### src/rtl/syncser_pkg.sv
package syncser_pkg;

   typedef enum logic [1:0] {
      ADDR_DATA = 2'd0,
      ADDR_CTRL = 2'd1,
      ADDR_STAT = 2'd2,
      ADDR_NONE = 2'd3
   } reg_addr_e;

   localparam int unsigned CTRL_W = 7;
   localparam int unsigned STAT_W = 4;

   typedef struct packed {
      logic       irq_en;     // bit 6
      logic [1:0] rate;       // bits 5:4
      logic       loopback;   // bit 3
      logic       msb_first;  // bit 2
      logic       master;     // bit 1
      logic       enable;     // bit 0
   } ctrl_t;

   localparam int unsigned STAT_EVT_BIT = 3;

endpackage

### src/rtl/syncser_clkgen.sv
module syncser_clkgen #(
   parameter int unsigned DIV_A = 8,
   parameter int unsigned DIV_B = 16,
   parameter int unsigned DIV_C = 32
) (
   input  logic       clk,
   input  logic       rst_n,
   input  logic       active,
   input  logic [1:0] rate,
   output logic       sck,
   output logic       fall_evt,
   output logic       rise_evt
);
   localparam int unsigned DIV_AB  = (DIV_A > DIV_B) ? DIV_A : DIV_B;
   localparam int unsigned DIV_MAX = (DIV_AB > DIV_C) ? DIV_AB : DIV_C;
   localparam int unsigned CNT_W   = $clog2(DIV_MAX / 2);

   if (DIV_A < 4 || DIV_A % 2 != 0) begin : g_bad_a
      $error("DIV_A must be even and at least 4");
   end
   if (DIV_B < 4 || DIV_B % 2 != 0) begin : g_bad_b
      $error("DIV_B must be even and at least 4");
   end
   if (DIV_C < 4 || DIV_C % 2 != 0) begin : g_bad_c
      $error("DIV_C must be even and at least 4");
   end

   logic [CNT_W-1:0] cnt_q;
   logic [CNT_W-1:0] phase_last;
   logic             tick;

   always_comb begin
      case (rate)
         2'd0:    phase_last = CNT_W'(DIV_A / 2 - 1);
         2'd1:    phase_last = CNT_W'(DIV_B / 2 - 1);
         default: phase_last = CNT_W'(DIV_C / 2 - 1);
      endcase
   end

   assign tick     = active && (cnt_q == phase_last);
   assign fall_evt = tick && sck;
   assign rise_evt = tick && !sck;

   always_ff @(posedge clk or negedge rst_n) begin
      if (!rst_n) begin
         cnt_q <= '0;
         sck   <= 1'b1;
      end else if (!active) begin
         cnt_q <= '0;
         sck   <= 1'b1;
      end else if (tick) begin
         cnt_q <= '0;
         sck   <= ~sck;
      end else begin
         cnt_q <= cnt_q + 1'b1;
      end
   end

endmodule

### src/rtl/syncser_edgesync.sv
module syncser_edgesync #(
   parameter int unsigned STAGES = 2
) (
   input  logic clk,
   input  logic rst_n,
   input  logic sck_in,
   output logic fall_evt,
   output logic rise_evt
);
   if (STAGES < 2) begin : g_bad_stages
      $error("STAGES must be at least 2");
   end

   logic [STAGES-1:0] chain_q;
   logic              prev_q;

   for (genvar i = 0; i < STAGES; i++) begin : g_stage
      if (i == 0) begin : g_first
         always_ff @(posedge clk or negedge rst_n) begin
            if (!rst_n) chain_q[i] <= 1'b1;
            else        chain_q[i] <= sck_in;
         end
      end else begin : g_next
         always_ff @(posedge clk or negedge rst_n) begin
            if (!rst_n) chain_q[i] <= 1'b1;
            else        chain_q[i] <= chain_q[i-1];
         end
      end
   end

   always_ff @(posedge clk or negedge rst_n) begin
      if (!rst_n) prev_q <= 1'b1;
      else        prev_q <= chain_q[STAGES-1];
   end

   assign fall_evt = prev_q && !chain_q[STAGES-1];
   assign rise_evt = !prev_q && chain_q[STAGES-1];

endmodule

### src/rtl/syncser_shifter.sv
module syncser_shifter #(
   parameter int unsigned DATA_W = 8
) (
   input  logic              clk,
   input  logic              rst_n,
   input  logic              en,
   input  logic              msb_first,
   input  logic              fall_evt,
   input  logic              rise_evt,
   input  logic              sdi,
   input  logic              tx_avail,
   input  logic [DATA_W-1:0] tx_byte,
   output logic              busy,
   output logic              take,
   output logic              sdo,
   output logic              done,
   output logic [DATA_W-1:0] rx_byte
);
   localparam int unsigned   CNT_W = $clog2(DATA_W);
   localparam [CNT_W-1:0]    LAST  = CNT_W'(DATA_W - 1);

   logic [DATA_W-1:0] tx_q;
   logic [DATA_W-1:0] rx_q;
   logic [DATA_W-1:0] rx_next;
   logic [CNT_W-1:0]  cnt_q;
   logic              pend_q;
   logic              last_rise;

   assign last_rise = busy && rise_evt && (cnt_q == LAST);
   assign take      = en && tx_avail && (!busy || last_rise);
   assign rx_next   = msb_first ? {rx_q[DATA_W-2:0], sdi} : {sdi, rx_q[DATA_W-1:1]};
   assign sdo       = msb_first ? tx_q[DATA_W-1] : tx_q[0];

   always_ff @(posedge clk or negedge rst_n) begin
      if (!rst_n) begin
         tx_q    <= '1;
         rx_q    <= '0;
         rx_byte <= '0;
         cnt_q   <= '0;
         pend_q  <= 1'b0;
         busy    <= 1'b0;
         done    <= 1'b0;
      end else begin
         done <= 1'b0;
         if (!en) begin
            busy   <= 1'b0;
            pend_q <= 1'b0;
            cnt_q  <= '0;
         end else begin
            if (busy && rise_evt) begin
               rx_q   <= rx_next;
               pend_q <= 1'b1;
               cnt_q  <= cnt_q + 1'b1;
               if (cnt_q == LAST) begin
                  rx_byte <= rx_next;
                  done    <= 1'b1;
                  cnt_q   <= '0;
                  pend_q  <= 1'b0;
                  busy    <= 1'b0;
               end
            end else if (busy && fall_evt && pend_q) begin
               tx_q   <= msb_first ? {tx_q[DATA_W-2:0], 1'b1} : {1'b1, tx_q[DATA_W-1:1]};
               pend_q <= 1'b0;
            end
            if (take) begin
               tx_q   <= tx_byte;
               busy   <= 1'b1;
               pend_q <= 1'b0;
               cnt_q  <= '0;
            end
         end
      end
   end

endmodule

### src/rtl/syncser_port.sv
module syncser_port
   import syncser_pkg::*;
#(
   parameter int unsigned DATA_W      = 8,
   parameter int unsigned DIV_A       = 8,
   parameter int unsigned DIV_B       = 16,
   parameter int unsigned DIV_C       = 32,
   parameter int unsigned SYNC_STAGES = 2
) (
   input  logic              clk,
   input  logic              rst_n,
   input  logic              bus_wr,
   input  logic              bus_rd,
   input  logic [1:0]        bus_addr,
   input  logic [DATA_W-1:0] bus_wdata,
   output logic [DATA_W-1:0] bus_rdata,
   input  logic              sck_in,
   output logic              sck_out,
   output logic              sck_oe,
   output logic              sdo,
   input  logic              sdi,
   output logic              irq
);
   if (DATA_W < 8) begin : g_bad_width
      $error("DATA_W must be at least 8 to hold the control register");
   end

   ctrl_t             ctrl_q;
   logic [DATA_W-1:0] hold_q;
   logic              hold_full_q;
   logic              rx_full_q;
   logic              evt_q;

   logic data_wr, ctrl_wr, stat_wr, data_rd;
   logic m_fall, m_rise, s_fall, s_rise, fall_evt, rise_evt;
   logic clk_active, shift_in;
   logic sh_busy, sh_take, sh_done;
   logic [DATA_W-1:0] rx_byte;

   assign data_wr = bus_wr && (bus_addr == ADDR_DATA);
   assign ctrl_wr = bus_wr && (bus_addr == ADDR_CTRL);
   assign stat_wr = bus_wr && (bus_addr == ADDR_STAT);
   assign data_rd = bus_rd && (bus_addr == ADDR_DATA);

   always_ff @(posedge clk or negedge rst_n) begin
      if (!rst_n) begin
         ctrl_q      <= '0;
         hold_q      <= '0;
         hold_full_q <= 1'b0;
         rx_full_q   <= 1'b0;
         evt_q       <= 1'b0;
      end else begin
         if (ctrl_wr) ctrl_q <= ctrl_t'(bus_wdata[CTRL_W-1:0]);
         if (data_wr) hold_q <= bus_wdata;
         hold_full_q <= data_wr || (hold_full_q && !sh_take);
         if (sh_done)      rx_full_q <= 1'b1;
         else if (data_rd) rx_full_q <= 1'b0;
         if (data_wr)      evt_q <= 1'b0;
         else if (sh_take) evt_q <= 1'b1;
         else if (stat_wr && bus_wdata[STAT_EVT_BIT]) evt_q <= 1'b0;
      end
   end

   assign clk_active = sh_busy && ctrl_q.enable && ctrl_q.master;

   syncser_clkgen #(
      .DIV_A (DIV_A),
      .DIV_B (DIV_B),
      .DIV_C (DIV_C)
   ) u_clkgen (
      .clk      (clk),
      .rst_n    (rst_n),
      .active   (clk_active),
      .rate     (ctrl_q.rate),
      .sck      (sck_out),
      .fall_evt (m_fall),
      .rise_evt (m_rise)
   );

   syncser_edgesync #(
      .STAGES (SYNC_STAGES)
   ) u_edgesync (
      .clk      (clk),
      .rst_n    (rst_n),
      .sck_in   (sck_in),
      .fall_evt (s_fall),
      .rise_evt (s_rise)
   );

   assign fall_evt = ctrl_q.master ? m_fall : s_fall;
   assign rise_evt = ctrl_q.master ? m_rise : s_rise;
   assign shift_in = ctrl_q.loopback ? sdo : sdi;

   syncser_shifter #(
      .DATA_W (DATA_W)
   ) u_shifter (
      .clk       (clk),
      .rst_n     (rst_n),
      .en        (ctrl_q.enable),
      .msb_first (ctrl_q.msb_first),
      .fall_evt  (fall_evt),
      .rise_evt  (rise_evt),
      .sdi       (shift_in),
      .tx_avail  (hold_full_q),
      .tx_byte   (hold_q),
      .busy      (sh_busy),
      .take      (sh_take),
      .sdo       (sdo),
      .done      (sh_done),
      .rx_byte   (rx_byte)
   );

   assign sck_oe = ctrl_q.enable && ctrl_q.master;
   assign irq    = ctrl_q.irq_en && evt_q;

   always_comb begin
      bus_rdata = '0;
      case (reg_addr_e'(bus_addr))
         ADDR_DATA: bus_rdata = rx_byte;
         ADDR_CTRL: bus_rdata[CTRL_W-1:0] = ctrl_q;
         ADDR_STAT: bus_rdata[STAT_W-1:0] = {evt_q, sh_busy, rx_full_q, !hold_full_q};
         default:   bus_rdata = '0;
      endcase
   end

endmodule

### config.mk
export PLATFORM = sky130hd
export DESIGN_NAME = syncser_port
export DESIGN_NICKNAME = d
export VERILOG_FILES = /design/src/rtl/syncser_pkg.sv /design/src/rtl/syncser_clkgen.sv /design/src/rtl/syncser_edgesync.sv /design/src/rtl/syncser_shifter.sv /design/src/rtl/syncser_port.sv
export SDC_FILE = /design/constraint.sdc
export NUM_CORES = 1
export LEC_CHECK = 0
export BUFFER_PORTS_ARGS = -buffer_cell sky130_fd_sc_hd__buf_2
export CAP_MARGIN = 20
export CORE_UTILIZATION = 60
export CTS_BUF_LIST = sky130_fd_sc_hd__clkbuf_2 sky130_fd_sc_hd__clkbuf_4 sky130_fd_sc_hd__clkbuf_8
export DETAILED_ROUTE_END_ITERATION = 10
export HOLD_SLACK_MARGIN = 0.02
export PLACE_DENSITY = 0.81
export SYNTH_ARGS = -nofsm -noshare
export SYNTH_HDL_FRONTEND = slang
export SYNTH_SLANG_ARGS = --single-unit
### constraint.sdc
create_clock -name clk -period 2.3 [get_ports clk]
set_input_delay 0.46 -clock clk [delete_from_list [all_inputs] [get_ports clk]]
set_output_delay 0.46 -clock clk [all_outputs]
set_load 0.02 [all_outputs]
==> reports/qor.txt <==
Result of the run: completed
Mapped Nets: 252
Slew @ Worst Pin: 0.610 ns
Final min period: 2.06 ns
Width of the die: 69.5 µm
Layout cell share with drive strength beyond 1: 31.8%
Detailed-route DRC error count: 0
Synth-to-Final Area Change: 9.70%
Total of endpoints with negative setup slack in the final report: 0
Routed vias/inst: 6.01
Post-synth cell types: 44
Vias in the first global route: 1849
Number of hold buffers added after CTS: 0
Number of enable-type register cells in the synthesized netlist: 0
Reg2reg start: u_edgesync.chain_q[1]
RSZ-0062 raised after global routing: false
Standard cell core area: 4350 µm²
Wire length of the first global-routing pass: 8980 µm
Highest clock frequency the design can meet: 485 MHz
Crit-path max FO: 30
Crit start category: flop
Count of max-cap constraint violations: 0
Prevailing post-synth register cell: dfrtp_1
Count of inserted antenna diode cells: 0
Die footprint: 4830 µm²
Layout filler cell count: 327
Final Hold Viols: 0
Crit path kind: flop to flop
Max rail drop VDD: 0.000623 V
Number of routed nets with antenna violations: 0
Number of buffers inserted by port buffering: 27
Number of max-slew violations in the final report: 0
Worst Setup SP: u_edgesync.chain_q[1]
Vias: 1882
Endpoint arrival time on the critical path: 2.26 ns
Die outline height: 69.5 µm
Initial cell density of the core: 62.8%
Number of sinks on the clock net: 56
Yosys Warn Count: 0
Share of the yosys chip area belonging to registers: 51.8%
Number of buffers created by CTS: 5
Post-route design area: 3000 µm²
Post-CTS Resized: 0
Sort of element at the end of the critical path: flop
Path class of the lowest-slack min-delay path: input pin to async pin
Critical R2R Capture: u_shifter.rx_byte[7]
Synthesized flop and latch total: 56
Post-layout worst setup margin: 0.239 ns
Synthesized instance count: 233
H-tree levels: 2
Syn_area_per_cell: 11.7 µm²
TritonCTS clock tree: done
Setup Slack @ Placement: 0.284 ns
Global placer's final weighted congestion: 0.883
Setup Buffers After CTS: 0
Global route overflow: 0
Leakage power of the design: 1.36 nW
Commonest non-fill, non-tap cells in the layout: dfrtp_1, buf_2, nor2_1
Clk root buf: clkbuf_8
FFs w/ async S/R, synth: 100%
Per-cell routed wire length: 16.9 µm
Post-synthesis instance area: 2740 µm²
Fin Setup TNS: 0 ns
Maximum clock path buffer count: 2
Number of design-rule violations left by the first detailed-router iteration: 101
Destination of the critical timing path: u_shifter.rx_byte[7]
Most common cell after layout, fill and taps aside: dfrtp_1
Setup Skew: 0.0118 ns
Count of boundary I/O pins: 28
Antenna violations before repair: 0
Placed Area: 2910 µm²
Clock-pin slew on the worst setup and hold paths: 0.10 ns
Number of standard-cell rows in the floorplan: 24
Detailed Place HPWL: 3900 µm
Share of the cycle needed by the critical path after routing: 89.6%
R2r setup slk: 0.24 ns
Cell Pwr Density: 932 nW/µm²
Worst R2R Path Depth: 5
Max_slew headroom: 59.3%
Net total in the final layout: 279
Required time of the critical path: 2.50 ns
Tot GR Track Use: 23.9%
Drt first pass iters: 4
WL final: 5300 µm
Largest net degree at the start of global routing: 31
Skew-Pair Late Insertion Delay: 0.31 ns
per-layer routing:
| layer | part of all wire, % | track usage (%) |
|---|---|---|
| met1 | 46 | 32.8 |
| met2 | 48 | 38.8 |
| met3 | 3.6 | 4.22 |
| met4 | 1.5 | 7.94 |
| met5 | 0 | 0 |
power breakdown:
group	leakage (nW)	total [mW]	internal [mW]	switching, mW
logic	0.642	0.773	0.374	0.399
registers	0.678	1.49	1.26	0.228
clock network	0.0404	0.540	0.216	0.323
cell families after synthesis:
logic type                 count (synthesis)  synth area share (%)
and+or+nand+nor                           58                  10.0
DFF                                       56                  51.8
AOI/OAI and AO/OA                         50                  14.8
muxes                                     42                  16.6
buffers and inverters                     19                  3.80
xor gates and xnor gates                   5                  1.60
adders and majority gates                  3                  1.37
how the worst min path moves through the flow:
stage                           from                     to  slack, ns  cells after the start
3_5_place_dp   u_edgesync.chain_q[0]  u_edgesync.chain_q[1]       0.35                      0
4_1_cts                        rst_n              rx_full_q       0.16                      1
2_1_floorplan                  rst_n              ctrl_q[0]       0.16                      0
5_1_grt                        rst_n              rx_full_q       0.20                      1
3_3_place_gp   u_edgesync.chain_q[0]  u_edgesync.chain_q[1]       0.35                      0
6_report                       rst_n              rx_full_q       0.14                      1
synth_stat cells, types with 3 or more instances:
master | instances | area [µm²]
nand3_1 | 4 | 20.0
a221o_1 | 8 | 80.1
o21ai_0 | 7 | 35.0
mux2i_1 | 21 | 210
buf_6 | 4 | 45.0
a31oi_1 | 6 | 37.5
and2_1 | 6 | 37.5
dfstp_2 | 12 | 315
xnor2_1 | 3 | 26.3
a21oi_1 | 13 | 65.1
mux2_2 | 19 | 214
nand2_1 | 14 | 52.6
dfrtp_1 | 44 | 1100
nor2_1 | 24 | 90.1
inv_1 | 7 | 26.3
clkbuf_1 | 4 | 15.0
ha_1 | 3 | 37.5
critical path: stages (launching register included):
cell and delay [ns]:
dfstp_2 0.57, or3b_4 0.40, nor2_1 0.16, a31o_4 0.35, nand2_1 0.16, mux2_2 0.29
flip-flops by register name (all words and copies together) (netlist names), 2 cells and up:
register,count
u_shifter.tx_q,8
ctrl_q,7
u_shifter.rx_byte,8
u_edgesync.chain_q,2
u_clkgen.cnt_q,4
hold_q,8
u_shifter.cnt_q,3
u_shifter.rx_q,8
cell type report:
type / instances / area [µm²] / area share [%]
multi-input cells: 158 / 1210 / 40.5
well taps: 52 / 65.1 / 2.17
clock inverters: 3 / 23.8 / 0.792
flip-flops and latches: 56 / 1420 / 47.2
inverters: 7 / 26.3 / 0.876
repair buffers: 32 / 185 / 6.17
clock buffers: 5 / 68.8 / 2.29
stage by stage:
stage          utilization (%)  instances  hold slack [ns]  total power, mW
2_1_floorplan                -        233            0.164             2.03
3_5_place_dp              66.8        305            0.349             2.27
5_1_grt                   68.9        313            0.203             2.95
4_1_cts                   68.9        313            0.160             2.81
3_3_place_gp              66.8        305            0.349             2.23
6_report                  68.9        313            0.139             2.80
(Power assumes the default switching activity.)
